==> src/rtl/sdi_align_pkg.sv <==
package sdi_align_pkg;
  localparam int unsigned WORD_W_DEF    = 10;
  localparam int unsigned ONES_LEN_DEF  = 10;
  localparam int unsigned ZEROS_LEN_DEF = 20;
  localparam int unsigned HDR_BIT_DEF   = 9;  // set on a valid identification word
  localparam int unsigned KIND_BIT_DEF  = 6;  // 1 = end, 0 = start of active video
endpackage

==> src/rtl/trs_seeker.sv <==
module trs_seeker #(
  parameter int unsigned ONES_LEN  = 10,
  parameter int unsigned ZEROS_LEN = 20
) (
  input  logic clk_i,
  input  logic rst_ni,
  input  logic bit_en_i,
  input  logic bit_i,
  output logic hit_o
);
  localparam int unsigned OW = $clog2(ONES_LEN + 1);
  localparam int unsigned ZW = $clog2(ZEROS_LEN + 1);

  logic [OW-1:0] ones_q;
  logic [ZW-1:0] zeros_q;
  logic          armed_q;

  assign hit_o = bit_en_i && !bit_i && armed_q && (zeros_q == ZW'(ZEROS_LEN - 1));

  always_ff @(posedge clk_i or negedge rst_ni) begin
    if (!rst_ni) begin
      ones_q  <= '0;
      zeros_q <= '0;
      armed_q <= 1'b0;
    end else if (bit_en_i) begin
      if (bit_i) begin
        // saturating run of ones
        if (ones_q != OW'(ONES_LEN)) ones_q <= ones_q + OW'(1);
        zeros_q <= '0;
        armed_q <= 1'b0;
      end else begin
        ones_q <= '0;
        if (hit_o) begin
          armed_q <= 1'b0;
          zeros_q <= '0;
        end else if (ones_q == OW'(ONES_LEN)) begin
          armed_q <= 1'b1;
          zeros_q <= ZW'(1);
        end else if (armed_q) begin
          zeros_q <= zeros_q + ZW'(1);
        end
      end
    end
  end
endmodule

==> src/rtl/word_deser.sv <==
module word_deser #(
  parameter int unsigned WORD_W = 10
) (
  input  logic              clk_i,
  input  logic              rst_ni,
  input  logic              bit_en_i,
  input  logic              bit_i,
  input  logic              hit_i,
  output logic [WORD_W-1:0] word_o,
  output logic              vld_o,
  output logic              id_o
);
  localparam int unsigned CW = $clog2(WORD_W);

  logic [CW-1:0]     cnt_q;
  logic [WORD_W-2:0] sr_q;
  logic              id_pend_q;
  logic              last;

  assign last = (cnt_q == CW'(WORD_W - 1));

  always_ff @(posedge clk_i or negedge rst_ni) begin
    if (!rst_ni) begin
      cnt_q     <= '0;
      sr_q      <= '0;
      id_pend_q <= 1'b0;
      word_o    <= '0;
      vld_o     <= 1'b0;
      id_o      <= 1'b0;
    end else begin
      vld_o <= 1'b0;
      id_o  <= 1'b0;
      if (bit_en_i) begin
        if (WORD_W > 2) sr_q <= {bit_i, sr_q[WORD_W-2:1]};
        else            sr_q <= bit_i;
        if (last) begin
          word_o    <= {bit_i, sr_q};
          vld_o     <= 1'b1;
          id_o      <= id_pend_q;
          id_pend_q <= 1'b0;
        end
        if (hit_i) begin
          // realign: next bit starts the identification word
          cnt_q     <= '0;
          id_pend_q <= 1'b1;
        end else begin
          cnt_q <= last ? '0 : cnt_q + CW'(1);
        end
      end
    end
  end
endmodule

==> src/rtl/line_flag.sv <==
module line_flag (
  input  logic clk_i,
  input  logic rst_ni,
  input  logic id_vld_i,
  input  logic hdr_bit_i,
  input  logic kind_bit_i,
  input  logic bypass_i,
  output logic h_o
);
  always_ff @(posedge clk_i or negedge rst_ni) begin
    if (!rst_ni)                               h_o <= 1'b0;
    else if (id_vld_i && hdr_bit_i && !bypass_i) h_o <= kind_bit_i;
  end
endmodule

==> src/rtl/sdi_word_aligner.sv <==
module sdi_word_aligner
  import sdi_align_pkg::*;
#(
  parameter int unsigned WORD_W    = WORD_W_DEF,
  parameter int unsigned ONES_LEN  = ONES_LEN_DEF,
  parameter int unsigned ZEROS_LEN = ZEROS_LEN_DEF,
  parameter int unsigned HDR_BIT   = HDR_BIT_DEF,
  parameter int unsigned KIND_BIT  = KIND_BIT_DEF
) (
  input  logic              clk_i,
  input  logic              rst_ni,
  input  logic              bit_en_i,
  input  logic              bit_i,
  input  logic              bypass_i,
  output logic [WORD_W-1:0] word_o,
  output logic              word_vld_o,
  output logic              h_o
);
  logic hit;
  logic id_vld;

  trs_seeker #(.ONES_LEN(ONES_LEN), .ZEROS_LEN(ZEROS_LEN)) u_seek (
    .clk_i   (clk_i),
    .rst_ni  (rst_ni),
    .bit_en_i(bit_en_i),
    .bit_i   (bit_i),
    .hit_o   (hit)
  );

  word_deser #(.WORD_W(WORD_W)) u_deser (
    .clk_i   (clk_i),
    .rst_ni  (rst_ni),
    .bit_en_i(bit_en_i),
    .bit_i   (bit_i),
    .hit_i   (hit),
    .word_o  (word_o),
    .vld_o   (word_vld_o),
    .id_o    (id_vld)
  );

  line_flag u_flag (
    .clk_i     (clk_i),
    .rst_ni    (rst_ni),
    .id_vld_i  (id_vld),
    .hdr_bit_i (word_o[HDR_BIT]),
    .kind_bit_i(word_o[KIND_BIT]),
    .bypass_i  (bypass_i),
    .h_o       (h_o)
  );
endmodule

==> config.mk <==
export PLATFORM = sky130hd
export DESIGN_NAME = sdi_word_aligner
export DESIGN_NICKNAME = d
export VERILOG_FILES = /design/src/rtl/sdi_align_pkg.sv /design/src/rtl/trs_seeker.sv /design/src/rtl/word_deser.sv /design/src/rtl/line_flag.sv /design/src/rtl/sdi_word_aligner.sv
export SDC_FILE = /design/constraint.sdc
export NUM_CORES = 1
export LEC_CHECK = 0
export BUFFER_PORTS_ARGS = -buffer_cell sky130_fd_sc_hd__buf_2
export CAP_MARGIN = 30
export CORE_MARGIN = 3
export CORE_UTILIZATION = 56
export DETAILED_ROUTE_END_ITERATION = 8
export PLACE_DENSITY = 0.86
export SLEW_MARGIN = 40
export SYNTH_ARGS = -nofsm -noshare
export SYNTH_HDL_FRONTEND = slang
export SYNTH_HIERARCHICAL = 1
export SYNTH_SLANG_ARGS = --single-unit
==> constraint.sdc <==
create_clock -name clk_i -period 1.8 [get_ports clk_i]
set_input_delay 0.27 -clock clk_i [delete_from_list [all_inputs] [get_ports clk_i]]
set_output_delay 0.27 -clock clk_i [all_outputs]
set_load 0.1 [all_outputs]
[After elaboration in Yosys (flattened, before gate mapping)]
Cells that the tools add are included.
Word-level totals
  register bits: 37
  logic and storage cells: 50
  output and inout bits: 12
  input bits: 5
Operators by class
  reduce and logical (&&, ||, !) cells: 15
  muxes and demuxes: 17
  equality and inequality tests: 5
  add/sub/neg operators: 3
Operator list (count)
  two-way mux 5 bit: 4
  two-way mux 4 bit: 4
  AND reduction 2 bit: 5
  two-way mux 1 bit: 9
  adder 4 x 1 -> 4 bit, second input constant: 2
  equality test 4 bit, second input constant: 2
  adder 5 x 1 -> 5 bit, second input constant: 1
  equality test 5 bit, second input constant: 1
  logical AND 1 bit: 5
  inequality test 4 bit, second input constant: 1
  nonzero test 4 bit: 1
  nonzero test 3 bit: 1
  zero test 1 bit: 2
  inequality test 2 x 1 -> 1 bit, second input constant: 1
  nonzero test 2 bit: 1

[Longest topological paths before layout]
Gate-level depths: netlist (run 1).
  depth in word-level cells: 6
  gate-level depth with buffers: 7
  depth with buffers taken out: 7

[By module]
The synthesis (run 1) kept the hierarchy.
By module, submodules not included
  word_deser: area each 1062.3 um^2, sequential area each 650.6 um^2, instances 1, cells each 69
  trs_seeker: area each 606.8 um^2, sequential area each 250.2 um^2, instances 1, cells each 63
  line_flag: area each 60.1 um^2, sequential area each 25.0 um^2, instances 1, cells each 3

[Worst setup path after synthesis (run 1)]
Ideal clock, no wire load.
  kind: flip-flop to flip-flop
  start point: register u_seek.zeros_q[0]
  end point: register u_deser.cnt_q[1]
  setup time: 0.094 ns
  setup slack: 0.297 ns
  data required time: 1.706 ns
  period minus slack after synthesis: 1.503 ns
  buffers on the path: 0
  data arrival time: 1.409 ns
  stages on the path, launching flop included: 7
  cell sequence: dfrtp_1 > ha_1 > and4bb_2 > nand3_1 > nor2_1 > o21a_1 > a211oi_1
On the way
  word-level cells in the longest chain between the ends: 3
Ends and longest elaborated chain
  from (decl): line trs_seeker.sv:15  | logic [ZW-1:0] zeros_q;
  from (signal assigned): line trs_seeker.sv:40  | zeros_q <= zeros_q + ZW'(1);
  equality test 5 bit: line trs_seeker.sv:18  | assign hit_o = bit_en_i && !bit_i && armed_q && (zeros_q == ZW'(ZEROS_LEN - 1));
  logical AND 1 bit: line trs_seeker.sv:18
  via hit: line sdi_word_aligner.sv:19  | logic hit;
  two-way mux 4 bit: line word_deser.sv:42  | if (hit_i) begin
  to (signal assigned): line word_deser.sv:47  | cnt_q <= last ? '0 : cnt_q + CW'(1);
  to (decl): line word_deser.sv:15  | logic [CW-1:0] cnt_q;
The timed path passes the listed nets, and every way through them passes these cells.
A chain may end at the register's enable or synchronous reset.

[Worst setup path in the final report (run 1)]
Ends and elaborated chain as after synthesis.

==> results of run 1 <==
-- routing by layer --
metal	vias to the layer above	share of wire, %	wire (µm)
li1	532	-	-
met1	562	46	1400
met2	37	49	1510
met3	5	4.3	131
met4	0	0.98	30
met5	-	0	0
-- tightest hold or removal path: stages --
cell,delay (ns)
buf_2,0.08
nand3b_4,0.11
mux2_4,0.14
-- per-stage QoR --
| stage | setup TNS, ns | setup slack, ns |
|---|---|---|
| after CTS | 0 | 0.116 |
| final | 0 | 0.0833 |
| after detailed placement | 0 | 0.135 |
| after global routing | -0.0575 | -0.0257 |
| after global placement | 0 | 0.243 |
| after floorplan | 0 | 0.297 |
-- path summary, 6_finish.rpt --
check	startpoint	slack, ns	end	cells after the start
worst max-delay path	u_seek/zeros_q[0]$_DFFE_PN0P_	0.08	u_deser/cnt_q[1]$_DFFE_PN0P_	6
worst min-delay path	bypass_i	0.30	u_flag/h_o$_DFFE_PN0P_	3
worst max register to register	u_seek/zeros_q[0]$_DFFE_PN0P_	0.08	u_deser/cnt_q[1]$_DFFE_PN0P_	6
worst min register to register	u_deser/sr_q[0]$_DFFE_PN0P_	0.52	u_deser/sr_q[0]$_DFFE_PN0P_	1
max in group asynchronous	rst_ni	0.85	u_seek/ones_q[2]$_DFFE_PN0P_	3
min in group asynchronous	rst_ni	0.44	u_seek/ones_q[0]$_DFFE_PN0P_	2
-- power breakdown --
group / internal, mW / switching, mW / total [mW]
sequential: 1.06 / 0.191 / 1.25
combinational: 0.371 / 0.998 / 1.37
clock: 0.147 / 0.275 / 0.422
-- registers in the layout, summed over array words and instances, names as in the netlist, 4 cells and up --
name and flops:
u_seek/zeros_q 5, u_deser/cnt_q 4, u_deser/word_o 10, u_seek/ones_q 4, u_deser/sr_q 9
-- layout make-up --
cell class	count	share of cell area (%)
Inverter	6	1.18
Clock buffer	5	1.96
Multi-Input combinational cell	88	39.3
Tap cell	31	2.02
Timing Repair Buffer	21	6.27
Clock inverter	3	0.914
Sequential cell	37	48.3
-- layout by cell type (no fill, tap or decap), drive strengths merged --
cell	count
a22o	7
o21ai	4
nand2b	1
or2b	1
nand2	10
clkinv	2
dlygate4sd3	1
o22a	1
ha	5
nand3b	2
a21oi	2
dfrtp	37
inv	6
nand4	2
a211oi	1
a31oi	1
clkbuf	5
o21a	1
o22ai	2
nor3	1
buf	20
nor2b	2
mux2	20
nand3	5
a21o	2
clkinvlp	1
o21bai	1
nor2	8
and3	1
o31ai	2
xor2	2
and3b	2
and4bb	1
or4	1
-- logic make-up after synthesis --
logic type,Yosys count,synth area share [%]
adder cells (fa/ha/maj),5,3.62
flip-flops,37,53.5
multiplexers,20,15.0
XOR/XNOR,2,1.01
buffers and inverters,10,3.18
AND/OR/NAND/NOR,37,13.0
AO/OA/AOI/OAI,24,10.7
-- what timing repair did --
item                                    in CTS  in global routing
gates resized for setup                      0                  1
setup buffers                                0                  1
endpoints found under the setup margin       0                  1
hold buffers                                 1                  0
hold endpoints to repair                    23                  0
==> metrics, run 1 <==
Routed WL=a little over 3000 µm; top post-synthesis cells by count=dfrtp_1 (37), mux2_2 (11), mux2_4 (9); Worst-Margin Slew=around 0.53 ns; grt met3 use=~6.7%; Most Crowded Layer GR=met2; first-pass GRT wire length=roughly 4800 µm; commonest register cell after synthesis=dfrtp_1; Worst setup EP type=flip-flop; final core occ=67.1%; CP peak stage delay=approximately 0.44 ns; initial antenna violation count=0; CTS Buffer Depth=2; Clk pin slew, worst setup/hold paths=approximately 0.11 ns; H-tree Lvls=2; Seq/Total Area, Yosys=a little over half; footprint of the multi-input gates=between 700 and 800 µm²; Total Routing Usage GR=roughly 17%; Final Power=approximately 3 mW; Placer Congestion=~0.83; count leader, synth=dfrtp_1; area delta synth->final=10.8%; Hold WC Path Type=in -> reg; filler cell count in the final layout=around 210; synth warn=6; share of layout cells above drive strength 1=35.6%; Distinct cells, synth=36; cell taking the most area after synthesis=dfrtp_1; Area after DPL=about 0.0018 mm²; number of global-route vias before repair=roughly 1.1k; drt via density=a little under 6; Total Nets Final=about 170; clk sink count=37; Iteration-0 DRC Markers=69; area of the core=~0.0029 mm²; PwrDens=between 1500 and 2000 mW/mm²; EDFF count, synth=0; hold slack=roughly 0.3 ns; clock skew=0.00358 ns; critical path type=reg -> reg; status=complete, no violations; slew margin rel.=64.5%; top cells by area, synth=dfrtp_1 (54%), mux2_4 (7.8%), mux2_2 (7.2%); critical path data arrival time=approximately 2.0 ns; largest net degree at the start of global routing=26; Max VDD drop=0.000999 V; total number of vias=1,136; placed insts=roughly 180; ys async rst share=100%; Worst EP required=2.05 ns; met1 usage=~22%; CP delay by family, top=simple AND/OR/NAND/NOR gates; CTS buffer count=5; register area=~930 µm²; Syn Area/Cell=12.8 µm²; Core Rows=19; Post-Synthesis Net Count=~150; highest clock rate=583 MHz; setup violators final=0; Tcrit/Tclk final=a little over nine tenths; WL/cell=around 16 µm; I/O pins=17; final hold vios=0; Pre-Repair DR Iteration Count=4; CP Launch Type=flip-flop; initial core utilization=between 60% and 70%; CTS tree=done; leakage=1.01 nW; max-slew violations=0; GR Util met2=between 20% and 30%; die width=roughly 62 µm; Buf/Inv on CP=0; antenna-violating nets left=0; Die H=between 60 and 70 µm; slowest stage cell, crit path=dfrtp_1; global route overflow=0; Max FO, Critical Path=4; Port Buf Inserts=16; clock root buffer=clkbuf_4; Syn Inst Count=about 140; hpwl dp=between 2000 and 2500 µm; DRC Markers=0; ant diodes=0; Clock Latency Late Sink=0.33 ns; Layout Cells excl Fill=roughly 190; #FFs+latches synth=37; design area=between 0.0015 and 0.002 mm²; worst path cell trace=ha_1, and4bb_2, nand3_1, nor2_1, o21a_1, a211oi_2; die area=0.00379 mm²; min cycle time layout=1.72 ns; Syn Std Cell Area=0.00173 mm²; maxcap violations=0; Synth top area share=around 54%
No activity file was read; power rests on OpenSTA's default activity.
==> inputs of run 2 (changes only) <==
--- a/config.mk
+++ b/config.mk
@@ -11,4 +11,5 @@
 export CORE_UTILIZATION = 56
 export DETAILED_ROUTE_END_ITERATION = 8
+export GPL_ROUTABILITY_DRIVEN = 1
 export PLACE_DENSITY = 0.86
 export SLEW_MARGIN = 40
==> constraint.sdc (replaced) <==
create_clock -name clk_i -period 1.8 [get_ports clk_i]
set_input_delay 0.09 -clock clk_i [delete_from_list [all_inputs] [get_ports clk_i]]
set_output_delay 0.09 -clock clk_i [all_outputs]
set_load 0.1 [all_outputs]
==> run 2 against run 1 <==
Via count is 1.1% lower. Flip-flop and latch count stayed put. Critical path type unchanged. Wire length is 0.62% higher. Largest cell class unchanged. Clock skew is 0.0057 ns higher. Highest routed layer unchanged. Clock-buffer cell count stayed put.
==> metrics, run 2 (synthesis gave the netlist of run 1 again) <==
status=complete, no violations (unchanged); Max FO, Critical Path=4 (unchanged); CTS buffer count=5 (unchanged); final hold vios=0 (unchanged); WL/cell=16.4 µm (was 16.1 µm); Die H=61.6 µm (unchanged); Layout Cells excl Fill=188 (was 191); Worst Hold Endpoint=u_flag/h_o$_DFFE_PN0P_ (unchanged); Routed WL=3090 µm (was 3070 µm); global route overflow=0 (unchanged); Port Buf Inserts=16 (unchanged); Top reg by flops=u_deser/word_o (unchanged); drt via density=5.98 (was 5.95); Worst EP required=2.06 ns (was 2.05 ns); hpwl dp=2080 µm (was 2150 µm); Iteration-0 DRC Markers=62 (was 69); slew margin rel.=67.1% (was 64.5%); RSZ-0062 raised after global routing=false; Total Nets Final=166 (was 169); leakage=1.02 nW (was 1.01 nW); sequential group share of total power=37.4% (was 41.1%); min cycle time layout=1.66 ns (was 1.72 ns); Critical R2R Launch=u_seek/zeros_q[0]$_DFFE_PN0P_ (unchanged); initial core utilization=60.6% (unchanged); hold path startpoint=bypass_i (unchanged); design area=0.00194 mm² (was 0.00192 mm²); biggest regs=u_deser/word_o: 10 flops, u_deser/sr_q: 9 flops, u_seek/zeros_q: 5 flops (unchanged); most common cell after layout, fill and taps aside=dfrtp_1 (unchanged); clock root buffer=clkbuf_4 (unchanged); R2R setup slack=0.14 ns (was 0.08 ns); Largest register FFs=10 (unchanged); met2 routed WL=1510 µm (about the same); Area after DPL=0.00182 mm² (was 0.00184 mm²); die width=61.6 µm (unchanged); Top Layer Used=met4 (unchanged); critical path type=reg -> reg (unchanged); Clock Latency Late Sink=0.35 ns (was 0.33 ns); PwrDens=1720 mW/mm² (was 1590 mW/mm²); Tcrit/Tclk final=92.2% (was 95.4%); M1 WL=1350 µm (was 1400 µm); share of layout cells above drive strength 1=33.8% (was 35.6%); CTS tree=done (unchanged); setup violators final=0 (unchanged); maxcap violations=0 (unchanged); Clk pin slew, worst setup/hold paths=0.12 ns (was 0.11 ns); filler cell count in the final layout=217 (was 209); Pre-Repair DR Iteration Count=4 (unchanged); placed insts=179 (was 181); clk sink count=37 (unchanged); critical path data arrival time=1.92 ns (was 1.97 ns); initial antenna violation count=0 (unchanged); largest net degree at the start of global routing=38 (was 26); launch point of the critical path=u_seek/zeros_q[0]$_DFFE_PN0P_ (unchanged); Sw Pwr=1.48 mW (was 1.46 mW); ant diodes=0 (unchanged); first-pass GRT wire length=4910 µm (was 4810 µm); footprint of the multi-input gates=748 µm² (was 753 µm²); area delta synth->final=12.3% (was 10.8%); Final TNS setup=0 ns (unchanged); Worst-Margin Slew=0.497 ns (was 0.532 ns); RR Endpoint=u_deser/cnt_q[1]$_DFFE_PN0P_ (unchanged); total number of vias=1,124 (was 1,136); Hold WC Path Type=in -> reg (unchanged); H-tree Lvls=2 (unchanged); Sw Ratio=44.4% (was 48.1%); Worst setup EP type=flip-flop (unchanged); Total Routing Usage GR=18.1% (was 17.5%); most frequent cells in the layout=dfrtp_1 (37), buf_2 (15), mux2_2 (11), mux2_4 (9) (was dfrtp_1 (37), buf_2 (16), mux2_2 (11), mux2_4 (9)); post-CTS setup buffer count=0 (unchanged); CTS Buffer Depth=2 (unchanged); Placer Congestion=0.868 (was 0.835); Final Power=3.33 mW (was 3.04 mW); DRC Markers=0 (unchanged); CP Launch Type=flip-flop (unchanged); post-cts resize count=0 (unchanged); antenna-violating nets left=0 (unchanged); register area=926 µm² (unchanged); hold path cells=3 (unchanged); highest clock rate=602 MHz (was 583 MHz); area of the core=0.00285 mm² (unchanged); clock skew=0.00932 ns (was 0.00358 ns); power share of the clock group=21.9% (was 13.9%); combinational fraction of design power=40.7% (was 45.0%); Int Power=1.85 mW (was 1.58 mW); I/O pins=17 (unchanged); CTS Hold Bufs=1 (unchanged); max-slew violations=0 (unchanged); wire length on met3=171 µm (was 131 µm); number of global-route vias before repair=1,063 (was 1,066); die area=0.00379 mm² (unchanged); final core occ=68.1% (was 67.1%); Max VDD drop=0.00118 V (was 0.000999 V); r2r worst-path depth=6 (unchanged); Core Rows=19 (unchanged)
run 2: cell count changes in the layout (fill, tap and decap cells not counted):
cell / delta
a211oi_1: +1
buf_4: -2
buf_2: -1
bufinv_16: +2
clkinvlp_4: -1
clkinv_2: -2
a211oi_2: -1
inv_6: +1
run 2: power groups by stage:
stage / logic, mW / clock network, mW / registers [mW]
4_1_cts: 1.36 / 0.745 / 1.25
3_3_place_gp: 1.32 / 0 / 1.24
2_1_floorplan: 0.400 / 0 / 1.97
5_1_grt: 1.42 / 0.785 / 1.28
6_report: 1.36 / 0.729 / 1.25
3_5_place_dp: 1.36 / 0 / 1.26
run 2: layout make-up:
| cell class | count | area share, % |
|---|---|---|
| sequential | 37 | 47.7 |
| multi-input combinational | 88 | 38.5 |
| timing repair buffer | 18 | 5.15 |
| clock inverter | 3 | 3.54 |
| tap | 31 | 2.00 |
| clock buffer | 5 | 1.93 |
| inverter | 6 | 1.16 |
run 2: metal layers:
| metal | vias up | track usage, % |
|---|---|---|
| li1 | 529 | - |
| met1 | 547 | 23.3 |
| met2 | 41 | 26.9 |
| met3 | 7 | 5.45 |
| met4 | 0 | 10.3 |
| met5 | - | 0 |
run 2: worst max-delay path: stages, from the launching register on:
cell and delay, ns:
dfrtp_1 0.43, ha_1 0.24, and4bb_2 0.27, nand3_1 0.10, nor2_1 0.07, o21a_1 0.23, a211oi_1 0.23
run 2: through the flow:
stage / worst slack (ns) / hold slack [ns]
floorplan: 0.297 / -0.206
global route: 0.0540 / 0.0840
global placement: 0.244 / 0.209
detailed placement: 0.136 / 0.216
finish: 0.140 / 0.100
CTS: 0.150 / 0.0904
run 2: worst max-delay path by stage:
stage                                         endpoint  slack, ns  depth (start not counted)
after global placement    u_deser/cnt_q[1]$_DFFE_PN0P_       0.24                          6
after CTS                 u_deser/cnt_q[1]$_DFFE_PN0P_       0.15                          6
final                     u_deser/cnt_q[1]$_DFFE_PN0P_       0.14                          6
after global routing      u_deser/cnt_q[1]$_DFFE_PN0P_       0.05                          6
after floorplan           u_deser/cnt_q[1]$_DFFE_PN0P_       0.30                          6
after detailed placement  u_deser/cnt_q[1]$_DFFE_PN0P_       0.14                          6
